`config.mk`:
```
export PLATFORM = sky130hd
export DESIGN_NAME = eeprog_seq
export DESIGN_NICKNAME = d
export VERILOG_FILES = /design/src/rtl/eeprog_pkg.sv /design/src/rtl/eeprog_timer.sv /design/src/rtl/eeprog_shifter.sv /design/src/rtl/eeprog_seq.sv
export SDC_FILE = /design/constraint.sdc
export NUM_CORES = 1
export LEC_CHECK = 0
export ABC_AREA = 1
export BUFFER_PORTS_ARGS = -buffer_cell sky130_fd_sc_hd__buf_2
export CORE_MARGIN = 2
export CORE_UTILIZATION = 25
export CTS_CLUSTER_SIZE = 25
export DETAILED_ROUTE_END_ITERATION = 8
export GPL_TIMING_DRIVEN = 0
export PLACE_DENSITY_LB_ADDON = 0.08
export SYNTH_ARGS = -nofsm -noshare
export SYNTH_HDL_FRONTEND = slang
export SYNTH_SLANG_ARGS = --single-unit
```
`constraint.sdc`:
```
create_clock -name clk -period 1.65 [get_ports clk]
set_input_delay 0.0825 -clock clk [delete_from_list [all_inputs] [get_ports clk]]
set_output_delay 0.0825 -clock clk [all_outputs]
set_load 0.02 [all_outputs]
```
`src/rtl/eeprog_pkg.sv`:
```
`timescale 1ns/1ps
package eeprog_pkg;

  localparam int unsigned DATA_W  = 8;
  localparam int unsigned ADDR_W  = 7;
  localparam int unsigned FRAME_W = DATA_W + ADDR_W + 1;
  localparam int unsigned ERASE_W = ADDR_W + 1;

  typedef enum logic [3:0] {
    ST_IDLE,
    ST_BIT_LO,
    ST_BIT_HI,
    ST_PH_SETUP,
    ST_PH_EN,
    ST_PH_PULSE,
    ST_PH_PROG,
    ST_PH_REL,
    ST_FIN
  } seq_state_e;

  function automatic int unsigned dur_max(input int unsigned a, input int unsigned b);
    return (a > b) ? a : b;
  endfunction

  // Frame in shift order, bit 0 leaves first.
  function automatic logic [FRAME_W-1:0] pack_frame(input logic [1:0]        mode,
                                                    input logic [ADDR_W-1:0] addr,
                                                    input logic [DATA_W-1:0] data);
    if (mode[1]) return {1'b1, addr, data};
    return {{DATA_W{1'b0}}, 1'b1, addr};
  endfunction

endpackage

```
`src/rtl/eeprog_timer.sv`:
```
`timescale 1ns/1ps
module eeprog_timer #(
  parameter int unsigned W = 8
) (
  input  logic         clk,
  input  logic         rst_n,
  input  logic         load,
  input  logic [W-1:0] load_val,
  output logic         zero
);

  logic [W-1:0] cnt_q;

  always_ff @(posedge clk or negedge rst_n) begin
    if (!rst_n) begin
      cnt_q <= '0;
    end else if (load) begin
      cnt_q <= load_val;
    end else if (cnt_q != '0) begin
      cnt_q <= cnt_q - W'(1);
    end
  end

  assign zero = (cnt_q == '0);

endmodule

```
`src/rtl/eeprog_shifter.sv`:
```
`timescale 1ns/1ps
module eeprog_shifter #(
  parameter int unsigned WORD_W = 16,
  localparam int unsigned CW    = $clog2(WORD_W + 1)
) (
  input  logic              clk,
  input  logic              rst_n,
  input  logic              load,
  input  logic [WORD_W-1:0] word_in,
  input  logic [CW-1:0]     len_in,
  input  logic              shift,
  output logic              bit_o,
  output logic              last_o
);

  logic [WORD_W-1:0] word_q;
  logic [CW-1:0]     left_q;

  always_ff @(posedge clk or negedge rst_n) begin
    if (!rst_n) begin
      word_q <= '0;
      left_q <= '0;
    end else if (load) begin
      word_q <= word_in;
      left_q <= len_in;
    end else if (shift) begin
      word_q <= word_q >> 1;
      left_q <= (left_q != '0) ? left_q - CW'(1) : '0;
    end
  end

  assign bit_o  = word_q[0];
  assign last_o = (left_q == CW'(1));

endmodule

```
`src/rtl/eeprog_seq.sv`:
```
`timescale 1ns/1ps
module eeprog_seq #(
  parameter int unsigned BIT_LO_CYC   = 4,
  parameter int unsigned BIT_HI_CYC   = 4,
  parameter int unsigned GAP_CYC      = 2,
  parameter int unsigned CE_SETUP_CYC = 4,
  parameter int unsigned START_HI_CYC = 4,
  parameter int unsigned PROG_CYC     = 5000
) (
  input  logic                        clk,
  input  logic                        rst_n,
  input  logic                        req_valid,
  output logic                        req_ready,
  input  logic [1:0]                  req_mode,
  input  logic [eeprog_pkg::ADDR_W-1:0] req_addr,
  input  logic [eeprog_pkg::DATA_W-1:0] req_data,
  output logic                        mem_en_n,
  output logic                        mem_clk,
  output logic                        mem_dat,
  output logic                        done
);
  import eeprog_pkg::*;

  localparam int unsigned MAX_DUR = dur_max(dur_max(dur_max(BIT_LO_CYC, BIT_HI_CYC),
                                                    dur_max(GAP_CYC, CE_SETUP_CYC)),
                                            dur_max(START_HI_CYC, PROG_CYC));
  localparam int unsigned TW    = (MAX_DUR < 2) ? 1 : $clog2(MAX_DUR);
  localparam int unsigned LEN_W = $clog2(FRAME_W + 1);

  localparam logic [TW-1:0] T_BLO  = TW'(BIT_LO_CYC - 1);
  localparam logic [TW-1:0] T_BHI  = TW'(BIT_HI_CYC - 1);
  localparam logic [TW-1:0] T_GAP  = TW'(GAP_CYC - 1);
  localparam logic [TW-1:0] T_SET  = TW'(CE_SETUP_CYC - 1);
  localparam logic [TW-1:0] T_PULS = TW'(START_HI_CYC - 1);
  localparam logic [TW-1:0] T_PROG = TW'(PROG_CYC - 1);

  seq_state_e st_q, st_n;
  logic       erase_ph_q, erase_ph_n;
  logic [1:0] mode_q;
  logic       accept;

  logic          tmr_load;
  logic [TW-1:0] tmr_val;
  logic          tmr_zero;

  logic             sh_load, sh_shift, sh_bit, sh_last;
  logic [FRAME_W-1:0] frame;
  logic [LEN_W-1:0]   frame_len;

  assign req_ready = (st_q == ST_IDLE);
  assign accept    = req_valid && req_ready;
  assign frame     = pack_frame(req_mode, req_addr, req_data);
  assign frame_len = req_mode[1] ? LEN_W'(FRAME_W) : LEN_W'(ERASE_W);

  eeprog_timer #(.W(TW)) u_timer (
    .clk      (clk),
    .rst_n    (rst_n),
    .load     (tmr_load),
    .load_val (tmr_val),
    .zero     (tmr_zero)
  );

  eeprog_shifter #(.WORD_W(FRAME_W)) u_shift (
    .clk     (clk),
    .rst_n   (rst_n),
    .load    (sh_load),
    .word_in (frame),
    .len_in  (frame_len),
    .shift   (sh_shift),
    .bit_o   (sh_bit),
    .last_o  (sh_last)
  );

  always_ff @(posedge clk or negedge rst_n) begin
    if (!rst_n) begin
      st_q       <= ST_IDLE;
      erase_ph_q <= 1'b0;
      mode_q     <= 2'b00;
    end else begin
      st_q       <= st_n;
      erase_ph_q <= erase_ph_n;
      if (accept) mode_q <= req_mode;
    end
  end

  always_comb begin
    st_n       = st_q;
    erase_ph_n = erase_ph_q;
    tmr_load   = 1'b0;
    tmr_val    = '0;
    sh_load    = 1'b0;
    sh_shift   = 1'b0;
    unique case (st_q)
      ST_IDLE: begin
        if (accept) begin
          if (req_mode == 2'b00) begin
            st_n = ST_FIN;
          end else begin
            sh_load  = 1'b1;
            st_n     = ST_BIT_LO;
            tmr_load = 1'b1;
            tmr_val  = T_BLO;
          end
        end
      end
      ST_BIT_LO: begin
        if (tmr_zero) begin
          st_n     = ST_BIT_HI;
          tmr_load = 1'b1;
          tmr_val  = T_BHI;
        end
      end
      ST_BIT_HI: begin
        if (tmr_zero) begin
          sh_shift = 1'b1;
          tmr_load = 1'b1;
          if (sh_last) begin
            st_n       = ST_PH_SETUP;
            erase_ph_n = mode_q[0];
            tmr_val    = T_GAP;
          end else begin
            st_n    = ST_BIT_LO;
            tmr_val = T_BLO;
          end
        end
      end
      ST_PH_SETUP: begin
        if (tmr_zero) begin
          st_n     = ST_PH_EN;
          tmr_load = 1'b1;
          tmr_val  = T_SET;
        end
      end
      ST_PH_EN: begin
        if (tmr_zero) begin
          st_n     = ST_PH_PULSE;
          tmr_load = 1'b1;
          tmr_val  = T_PULS;
        end
      end
      ST_PH_PULSE: begin
        if (tmr_zero) begin
          st_n     = ST_PH_PROG;
          tmr_load = 1'b1;
          tmr_val  = T_PROG;
        end
      end
      ST_PH_PROG: begin
        if (tmr_zero) begin
          st_n     = ST_PH_REL;
          tmr_load = 1'b1;
          tmr_val  = T_GAP;
        end
      end
      ST_PH_REL: begin
        if (tmr_zero) begin
          if (erase_ph_q && mode_q[1]) begin
            erase_ph_n = 1'b0;
            st_n       = ST_PH_SETUP;
            tmr_load   = 1'b1;
            tmr_val    = T_GAP;
          end else begin
            st_n = ST_FIN;
          end
        end
      end
      ST_FIN:  st_n = ST_IDLE;
      default: st_n = ST_IDLE;
    endcase
  end

  // Line levels decoded from the state register (Moore).
  always_comb begin
    mem_en_n = 1'b1;
    mem_clk  = 1'b0;
    mem_dat  = 1'b0;
    unique case (st_q)
      ST_BIT_LO:   mem_dat = sh_bit;
      ST_BIT_HI: begin
        mem_clk = 1'b1;
        mem_dat = sh_bit;
      end
      ST_PH_SETUP: mem_dat = erase_ph_q;
      ST_PH_EN: begin
        mem_en_n = 1'b0;
        mem_dat  = erase_ph_q;
      end
      ST_PH_PULSE: begin
        mem_en_n = 1'b0;
        mem_clk  = 1'b1;
        mem_dat  = erase_ph_q;
      end
      ST_PH_PROG: begin
        mem_en_n = 1'b0;
        mem_dat  = erase_ph_q;
      end
      default: ;
    endcase
  end

  assign done = (st_q == ST_FIN);

endmodule

```
==> metrics.md <==
| Metric | Value |
|---|---|
| Sequential cell area | `1030 um2` |
| Clock latency on the worst-skew pair | `0.30 ns` |
| Maximum number of pins on one net before global-route repair | `42` |
| Peak ir drop on the vdd network | `0.000262 V` |
| Effective utilization at floorplan | `0.257` |
| Synthesized netlist net count | `343` |
| Clock buffers created by TritonCTS | `5` |
| Area of combinational cells with multiple inputs | `1380 um2` |
| Antenna viol nets, final | `0` |
| TritonCTS clock tree | `done` |
| CP max stage cell | `sky130_fd_sc_hd__dfrtp_2` |
| Total number of nets in the final design | `400` |
| Routability congestion estimate from global placement | `0.744` |
| Setup CP Type | `reg2out` |
| Post-route clock period utilization | `0.985` |
| Die area | `10900 um2` |
| Flop-to-flop setup slack | `0.05 ns` |
| Syn_area_per_cell | `7.89 um2` |
| Number of max-capacitance violations reported | `0` |
| Iteration count of the initial detailed-routing pass | `4` |
| Overall via count from detail_route | `2213` |
| Die height | `104 um` |
| Part of the power in combinational logic | `0.063` |
| Clock-pin transition on the worst setup and hold timing paths | `0.08 ns` |
| Syn-to-layout area delta | `29.5%` |
| Cell-internal power | `1.57 mW` |
| WHS | `0.0120 ns` |
| Worst slew pin tran | `1.01 ns` |
| Antenna violations before repair | `0` |
| Largest buffer count on any clock path | `2` |
| Core area | `9770 um2` |
| # H-tree levels | `2` |
| Number of input and output port buffers inserted | `23` |
| Share of the yosys chip area belonging to registers | `0.408` |
| Max Freq | `615 MHz` |
| Setup TNS after final layout | `0 ns` |
| Global-route wire length before repair | `11300 um` |
| Switching share of total power | `0.231` |
| Clock network fraction of total power | `0.425` |
| Result of the run | `completed` |
| Top cell by count, worst path | `sky130_fd_sc_hd__nand2_1` |
| Unrepaired setup endpoints after global routing | `yes` |
| Final routed wire length divided by cell count | `13.4 um` |
| Worst Slack Setup Final | `0.0242 ns` |
| Max Slew Vio Count | `0` |
| Final setup violating endpoints | `0` |
| Number of cell rows | `36` |
| Distinct cell type count of the synthesized netlist | `34` |
| Clock root buffer | `sky130_fd_sc_hd__clkbuf_8` |
| Share of layout cells above drive strength 1 | `0.297` |
| Warning count from the yosys run | `0` |
| Horiz. Die Dim | `104 um` |
| Flop pwr share | `0.511` |
| Post-synthesis instance area | `2520 um2` |
| Boundary pin count | `25` |
| DRC Markers | `0` |
| Shortest clock period the worst path allows after layout | `1.63 ns` |
| Tightest Hold Check Type | `in2reg` |
| ANT cells | `0` |
| Delay of the slowest cell on the worst path | `0.44 ns` |
| Initial DRC count | `69` |
| Cell leakage power | `1.61 nW` |
| Vias in the first global route | `2149` |
| GR Util All Layers | `0.132` |
| Switching power of the nets | `0.472 mW` |
| Largest fanout on the critical path | `5` |
| Count of endpoints failing hold in the final timing report | `0` |
| Mapped Cells | `319` |
| Type of destination of the critical path | `output port` |
| Minimum setup slack after placement | `-0.325 ns` |
| Worst clock skew | `0.00986 ns` |
| Number of vias per cell | `4.34` |
| Relative slew margins | `0.325` |
| HPWL after detailed placement | `4820 um` |
| Power Dens Cells | `627 nW/um2` |
| Aggregate global routing overflow | `0` |
| Sinks on the clock net | `41` |
| Arrival @ worst endpoint | `1.54 ns` |
| Count of state elements after synthesis | `41` |
| Fillcell total | `1082` |
| Total detailed-routing wirelength | `6850 um` |
| Cell-by-cell trace of the critical path | `nor2_4 -> buf_4 -> nand2_2 -> nand2_1 -> nand2_1 -> o21ai_0 -> buf_2` |
| Endpoint required time on the critical path | `1.57 ns` |
| Startpoint type of the worst setup path | `flip-flop` |
## cell usage in the layout (no fill, tap or decap), types with 6 or more instances in the layout
cell type,instances
sky130_fd_sc_hd__o21ai_0,23
sky130_fd_sc_hd__inv_1,30
sky130_fd_sc_hd__nand2_1,64
sky130_fd_sc_hd__buf_4,26
sky130_fd_sc_hd__o21ai_1,13
sky130_fd_sc_hd__clkbuf_8,6
sky130_fd_sc_hd__dfrtp_1,39
sky130_fd_sc_hd__buf_2,25
sky130_fd_sc_hd__nor2_1,31
sky130_fd_sc_hd__nand2_2,8
sky130_fd_sc_hd__o211ai_1,9
sky130_fd_sc_hd__xor2_1,10
sky130_fd_sc_hd__nor2_2,7
sky130_fd_sc_hd__nand2_4,6
sky130_fd_sc_hd__nand3_1,22
sky130_fd_sc_hd__a21oi_1,10
## cell type report
cell class / count / area share
Inverter: 38 / 0.0507
Timing Repair Buffer: 51 / 0.110
Tap cell: 133 / 0.0511
Clock buffer: 7 / 0.0265
Buffer: 6 / 0.0146
Multi-Input combinational cell: 233 / 0.423
Clock inverter: 1 / 0.00921
Sequential cell: 41 / 0.316
## synthesized netlist by cell type, drive strengths merged
cell,instances,area (um2)
a21oi,11,58.8
nor4,1,6.26
nand3,24,130
o2111ai,1,8.76
clkbuf,1,3.75
nor3,2,20.0
nand4,4,31.3
ha,4,50.1
dfrtp,41,1030
o22ai,1,6.26
buf,6,48.8
nor2,45,239
xnor2,1,8.76
and2,1,7.51
a31oi,1,6.26
o211ai,9,67.6
inv,38,148
nand2,80,368
o21ai,38,194
xor2,10,87.6
## routing by layer
metal	routed length, um	vias up	share of wire	track usage
li1	-	1166	-	-
met1	3500	1001	0.51	0.182
met2	3080	38	0.45	0.213
met3	202	8	0.029	0.0213
met4	77	0	0.011	0.0347
met5	0	-	0	0
## power groups by stage
stage	clock network (mW)	logic, mW	registers [mW]
2_1_floorplan	0	0.0671	1.06
3_3_place_gp	0	0.131	1.07
3_5_place_dp	0	0.133	1.07
4_1_cts	0.901	0.135	1.05
5_1_grt	0.938	0.153	1.05
6_report	0.869	0.130	1.05
## registers in the layout, summed over array words and instances, names as in the netlist
register,count
u_shift.word_q,16
erase_ph_q,1
mode_q,2
st_q,4
u_shift.left_q,5
u_timer.cnt_q,13
## critical path, delay by kind of cell (launching register included)
kind | cells | cell delay (ns)
buffers and inverters | 2 | 0.31
and+or+nand+nor | 4 | 0.42
DFF | 1 | 0.44
AOI/OAI and AO/OA | 1 | 0.07
## final timing paths
check,start,cells after the start,to
min in group asynchronous,rst_n,2,u_timer.cnt_q[10]$_DFFE_PN0P_
min reg2reg,u_shift.word_q[15]$_DFFE_PN0N_,2,u_shift.word_q[15]$_DFFE_PN0N_
max reg2reg,st_q[1]$_DFFE_PN0P_,10,u_timer.cnt_q[1]$_DFFE_PN0P_
max in group asynchronous,rst_n,2,st_q[0]$_DFFE_PN0P_
min,req_mode[0],3,mode_q[0]$_DFFE_PN0N_
max,st_q[2]$_DFFE_PN0P_,7,mem_dat
## what timing repair did
| action | 4_1_cts | 5_1_grt |
|---|---|---|
| resized for setup | 14 | 21 |
| endpoints found under the hold margin | 2 | 0 |
| hold buffers | 1 | 0 |
| setup buffers | 17 | 9 |
| pin swaps | 8 | 3 |
| endpoints found under the setup margin | 38 | 37 |
| cloned | 0 | 1 |
## per-stage QoR
step | cells | total power [mW] | instance area (um2) | util
after global routing | 510 | 2.14 | 3260 | 0.333
final | 510 | 2.05 | 3260 | 0.333
after floorplan | 319 | 1.13 | 2520 | -
after CTS | 500 | 2.08 | 3080 | 0.316
after global placement | 475 | 1.20 | 2800 | 0.286
after detailed placement | 475 | 1.20 | 2800 | 0.286
## kinds of logic (layout without fill, tap and decap cells)
logic type      after synthesis  after routing  share of synthesized area
simple gates                157            157                      0.319
fa+ha+maj                     4              4                     0.0199
flops                        41             41                      0.408
compound gates               61             61                      0.136
xor+xnor                     11             11                     0.0383
buf+inv                      45            103                     0.0796
Note: power is estimated with default switching activity, not from simulation.
